===== config.mk =====
export PLATFORM = sky130hd
export DESIGN_NAME = pwr_sleep_ctl
export DESIGN_NICKNAME = d
export VERILOG_FILES = /design/src/rtl/pwr_ctl_pkg.sv /design/src/rtl/pwr_sat_ctr.sv /design/src/rtl/pwr_seq_fsm.sv /design/src/rtl/pwr_stat_bank.sv /design/src/rtl/pwr_sleep_ctl.sv
export SDC_FILE = /design/constraint.sdc
export NUM_CORES = 1
export LEC_CHECK = 0
export BUFFER_PORTS_ARGS = -buffer_cell sky130_fd_sc_hd__buf_2
export CAP_MARGIN = 20
export CORE_MARGIN = 2
export CORE_UTILIZATION = 36
export CTS_CLUSTER_DIAMETER = 120
export DETAILED_ROUTE_END_ITERATION = 8
export HOLD_SLACK_MARGIN = 0.08
export PLACE_DENSITY = 0.55
export SLEW_MARGIN = 10
export SYNTH_ARGS = -nofsm -noshare
export SYNTH_HDL_FRONTEND = slang
export SYNTH_SLANG_ARGS = --single-unit

===== constraint.sdc =====
create_clock -name clk -period 5.17 [get_ports clk]
set_input_delay 0 -clock clk [delete_from_list [all_inputs] [get_ports clk]]
set_output_delay 0 -clock clk [all_outputs]
set_load 0.05 [all_outputs]

===== src/rtl/pwr_ctl_pkg.sv =====
package pwr_ctl_pkg;

    typedef enum logic [1:0] {
        PS_ACTIVE = 2'd0,
        PS_SLEEP  = 2'd1,
        PS_IDLE   = 2'd2,
        PS_WAKE   = 2'd3
    } pwr_state_e;

    localparam int NUM_STATES = 4;

    function automatic logic [NUM_STATES-1:0] to_onehot(input pwr_state_e s);
        logic [NUM_STATES-1:0] r;
        r    = '0;
        r[s] = 1'b1;
        return r;
    endfunction

    function automatic int max3(input int a, input int b, input int c);
        int m;
        m = (a > b) ? a : b;
        return (m > c) ? m : c;
    endfunction

endpackage


===== src/rtl/pwr_sat_ctr.sv =====
module pwr_sat_ctr #(
    parameter int W = 32
) (
    input  logic         clk,
    input  logic         clr,
    input  logic         inc,
    output logic [W-1:0] q
);
    always_ff @(posedge clk) begin
        if (clr)
            q <= '0;
        else if (inc && (q != {W{1'b1}}))
            q <= q + 1'b1;
    end
endmodule


===== src/rtl/pwr_seq_fsm.sv =====
module pwr_seq_fsm
    import pwr_ctl_pkg::*;
#(
    parameter int SLEEP_CYC = 360,
    parameter int IDLE_CYC  = 4960,
    parameter int WAKE_CYC  = 560
) (
    input  logic       clk,
    input  logic       rst,
    input  logic       trig,
    output pwr_state_e state
);
    localparam int MAX_DW  = max3(SLEEP_CYC, IDLE_CYC, WAKE_CYC);
    localparam int DW_W    = $clog2(MAX_DW + 1);
    localparam int SL_LAST = SLEEP_CYC - 1;
    localparam int ID_LAST = (IDLE_CYC > 0) ? IDLE_CYC - 1 : 0;
    localparam int WK_LAST = WAKE_CYC - 1;

    logic [DW_W-1:0] dwell, dwell_nxt;
    pwr_state_e      state_nxt, after_sleep;

    generate
        if (IDLE_CYC == 0) begin : g_no_idle
            assign after_sleep = PS_WAKE;
        end else begin : g_idle
            assign after_sleep = PS_IDLE;
        end
    endgenerate

    always_comb begin
        state_nxt = state;
        dwell_nxt = dwell + 1'b1;
        unique case (state)
            PS_ACTIVE: begin
                dwell_nxt = '0;
                if (trig) state_nxt = PS_SLEEP;
            end
            PS_SLEEP: begin
                if (dwell == DW_W'(SL_LAST)) begin
                    state_nxt = after_sleep;
                    dwell_nxt = '0;
                end
            end
            PS_IDLE: begin
                if (dwell == DW_W'(ID_LAST)) begin
                    state_nxt = PS_WAKE;
                    dwell_nxt = '0;
                end
            end
            PS_WAKE: begin
                if (dwell == DW_W'(WK_LAST)) begin
                    state_nxt = PS_ACTIVE;
                    dwell_nxt = '0;
                end
            end
            default: begin
                state_nxt = PS_ACTIVE;
                dwell_nxt = '0;
            end
        endcase
    end

    always_ff @(posedge clk) begin
        if (rst) begin
            state <= PS_ACTIVE;
            dwell <= '0;
        end else begin
            state <= state_nxt;
            dwell <= dwell_nxt;
        end
    end
endmodule


===== src/rtl/pwr_stat_bank.sv =====
module pwr_stat_bank
    import pwr_ctl_pkg::*;
#(
    parameter int STAT_W = 32
) (
    input  logic                              clk,
    input  logic                              hold,
    input  logic                              clr,
    input  logic [NUM_STATES-1:0]             in_state,
    output logic [NUM_STATES-1:0][STAT_W-1:0] counts
);
    generate
        for (genvar i = 0; i < NUM_STATES; i++) begin : g_ctr
            pwr_sat_ctr #(.W(STAT_W)) ctr_i (
                .clk (clk),
                .clr (clr),
                .inc (in_state[i] & ~hold),
                .q   (counts[i])
            );
        end
    endgenerate
endmodule


===== src/rtl/pwr_sleep_ctl.sv =====
module pwr_sleep_ctl
    import pwr_ctl_pkg::*;
#(
    parameter int SLEEP_CYC = 360,
    parameter int IDLE_CYC  = 4960,
    parameter int WAKE_CYC  = 560,
    parameter int STAT_W    = 32
) (
    input  logic              clk,
    input  logic              rst,
    input  logic              frame_vld,
    input  logic              hdr_sleep_req,
    input  logic              stat_clr,
    output logic [3:0]        state_onehot,
    output logic              xcvr_pwr_en,
    output logic              dp_ready,
    output logic [STAT_W-1:0] cnt_active,
    output logic [STAT_W-1:0] cnt_sleep,
    output logic [STAT_W-1:0] cnt_lpi,
    output logic [STAT_W-1:0] cnt_wake
);
    pwr_state_e                        cur_state;
    logic [NUM_STATES-1:0]             oh;
    logic [NUM_STATES-1:0][STAT_W-1:0] counts;

    pwr_seq_fsm #(
        .SLEEP_CYC (SLEEP_CYC),
        .IDLE_CYC  (IDLE_CYC),
        .WAKE_CYC  (WAKE_CYC)
    ) fsm_i (
        .clk   (clk),
        .rst   (rst),
        .trig  (frame_vld & hdr_sleep_req),
        .state (cur_state)
    );

    assign oh = to_onehot(cur_state);

    pwr_stat_bank #(.STAT_W(STAT_W)) stats_i (
        .clk      (clk),
        .hold     (rst),
        .clr      (stat_clr),
        .in_state (oh),
        .counts   (counts)
    );

    assign state_onehot = oh;
    assign xcvr_pwr_en  = (cur_state != PS_IDLE);
    assign dp_ready     = (cur_state == PS_ACTIVE);
    assign cnt_active   = counts[PS_ACTIVE];
    assign cnt_sleep    = counts[PS_SLEEP];
    assign cnt_lpi      = counts[PS_IDLE];
    assign cnt_wake     = counts[PS_WAKE];
endmodule


==> results_dict.tcl <==
set metrics [dict create \
    path_clk_slew_ps 60 \
    drv_slew 0 \
    clk_latency_ps 430 \
    synth_top_flop_cell "dfxtp_1" \
    drc 0 \
    critPathSlowestCell "or3_1" \
    ys_ff_latch 143 \
    ys_async_sr_fraction_pct 0 \
    io_buffers 138 \
    grt_usage_pct 18.4 \
    gp_congestion 0.768 \
    power.total_mw 2.84 \
    p_leak_nw 3.19 \
    cp.required_ps 5480 \
    core_um2 19600 \
    post-route-period-util_pct 53.4 \
    finalClockSkew_ps 9.85 \
    path_buf_inv 0 \
    cts-buffers-inserted 17 \
    grt_pass1_wl_mm 32.8 \
    io_pins 139 \
    ys_warn_count 0 \
    cts_tree "built" \
    drive_gt1_share_pct 20.2 \
    layout.nets 1008 \
    slew_headroom_pct 27.3 \
    rsz0062_at_grt "false" \
    viasPerCell 5.45 \
    synth-seq-area-share_pct 39.5 \
    start_util_pct 37.0 \
    final_cell_mix "dfxtp_1 (143), buf_2 (137), a21oi_1 (76), nor2_1 (76), nand2_1 (62)" \
    dieArea_um2 21300 \
    crit_arrival_ps 3070 \
    ant_nets 0 \
    dr.pass1.iters 4 \
    netlist_area_um2 7260 \
    hp-class "primary input to flop" \
    synth_cell_type_count 62 \
    synth-edff-count 0 \
    globalRoute.totalOverflow 0 \
    dp_cells 1237 \
    tightest_slew_ps 1080 \
    htreeDepth 4 \
    ir_worst_vdd_v 0.000233 \
    postSynthAreaPerCell_um2 8.36 \
    setup_tns_ps 0 \
    max-cap-violations 0 \
    slowest_delay_ps 540 \
    antenna_found_initial 0 \
    path_max_fanout 14 \
    startpoint_type "flop" \
    clock-sinks 143 \
    cp_top_family "simple AND/OR/NAND/NOR gates" \
    crit_chain "ha_1 > nor2b_1 > nand4_1 > or3_1 > nor3b_1 > mux2_2" \
    powerDensity_nw_per_um2 321 \
    routed_wl_mm 19.6 \
    clock.fmax_mhz 362 \
    grt_pass1_vias 6337 \
    status "complete, no violations" \
    final_common_cell "dfxtp_1" \
    grt_max_degree 68 \
    cp-end-kind "flop" \
    num_vias 6927 \
    finalSetupViolations 0 \
    worstSetupPathType "flop to flop" \
    dp_hpwl_mm 13.8 \
    syn-num-nets 882 \
    rows 51 \
    final-instance-count-excl-fill 1272 \
    finalCriticalPeriod_ps 2760 \
    syn-instance-count 868 \
    die_x_um 146 \
    post-cts-setup-buffers 0 \
    clockBufferDepth 2 \
    diodes 0 \
    wl_per_cell_um 15.4 \
    syn2layout_area_growth_pct 21.8 \
    root_buffer "clkbuf_16" \
    dieHeight_um 146 \
    finalHoldViolCount 0 \
    drt_iter0_markers 305 \
]
## Yosys cell counts (5+ instances only)
master	count	area, µm²
a21oi_1	76	380
buf_2	5	25.0
o21ai_0	48	240
or3_1	48	300
inv_1	18	67.6
or4_1	25	188
a311oi_1	6	52.6
nor4_1	17	106
ha_1	9	113
and3_1	17	106
nor3_1	5	25.0
mux2_2	9	101
a31oi_1	5	31.3
mux2i_1	5	50.1
nand4_1	37	231
dfxtp_1	143	2860
o31ai_1	26	195
nand2_1	62	233
and2_1	8	50.1
and4_1	19	166
nor2b_1	14	87.6
xor2_1	17	149
nand3_1	53	265
clkbuf_1	28	105
nor2_1	76	285
xnor2_1	28	245
## power breakdown
part / switching [mW] / internal, mW
registers: 0.0197 / 1.12
logic: 0.240 / 0.0766
clock network: 0.487 / 0.895
total: 0.747 / 2.09
## timing repair
item / 4_1_cts / 5_1_grt
hold endpoints to repair: 2 / 0
hold buffers: 3 / 0
resized for setup: 0 / 0
## flip-flops by register name, indices dropped and copies added (netlist names)
signal / flops
fsm_i.state: 2
fsm_i.dwell: 13
stats_i.g_ctr.ctr_i.q: 128
## per-layer routing
metal / part of all wire [%] / GRT usage (%) / wire length (µm)
met1: 50 / 25.8 / 9710
met3: 5.1 / 4.11 / 998
met2: 44 / 28.1 / 8580
met4: 1.4 / 5.83 / 273
met5: 0 / 0 / 0
## per-stage QoR
stage                     setup slack [ps]  cell area, µm²  util [%]  hold slack, ps
after floorplan                       2480            7260         -             241
after global placement                2450            8150      41.6             382
after detailed placement              2410            8150      41.6             403
after CTS                             2360            8840      45.1             118
after global routing                  2170            8840      45.1             141
final                                 2410            8840      45.1             118
## cell families after synthesis
family / Yosys count / synth area share (%)
flip-flops: 143 / 39.5
AO/OA/AOI/OAI: 193 / 16.6
XOR/XNOR: 45 / 5.43
buffers and inverters: 55 / 3.14
AND/OR/NAND/NOR: 409 / 31.8
adder cells (fa/ha/maj): 9 / 1.55
multiplexers: 14 / 2.09
## cell type report
| class | count | area [µm²] |
|---|---|---|
| tap | 265 | 332 |
| multi-input combinational | 670 | 4170 |
| clock buffer | 22 | 474 |
| timing repair buffer | 144 | 746 |
| inverter | 18 | 67.6 |
| sequential | 143 | 2860 |
| clock inverter | 10 | 183 |
| fill | 1987 | 10800 |
## worst paths after layout
check	cells after the start	startpoint	slack (ps)	end
max	6	fsm_i.state[0]$_SDFFE_PP0P_	2410	stats_i.g_ctr[3].ctr_i.q[13]$_SDFFE_PP0P_
min	2	stat_clr	120	stats_i.g_ctr[0].ctr_i.q[16]$_SDFFE_PP0P_
max reg2reg	6	fsm_i.state[0]$_SDFFE_PP0P_	2410	stats_i.g_ctr[3].ctr_i.q[13]$_SDFFE_PP0P_
min reg2reg	1	fsm_i.dwell[0]$_SDFF_PP0_	460	fsm_i.dwell[0]$_SDFF_PP0_
Power figures use the tool's default switching activity.
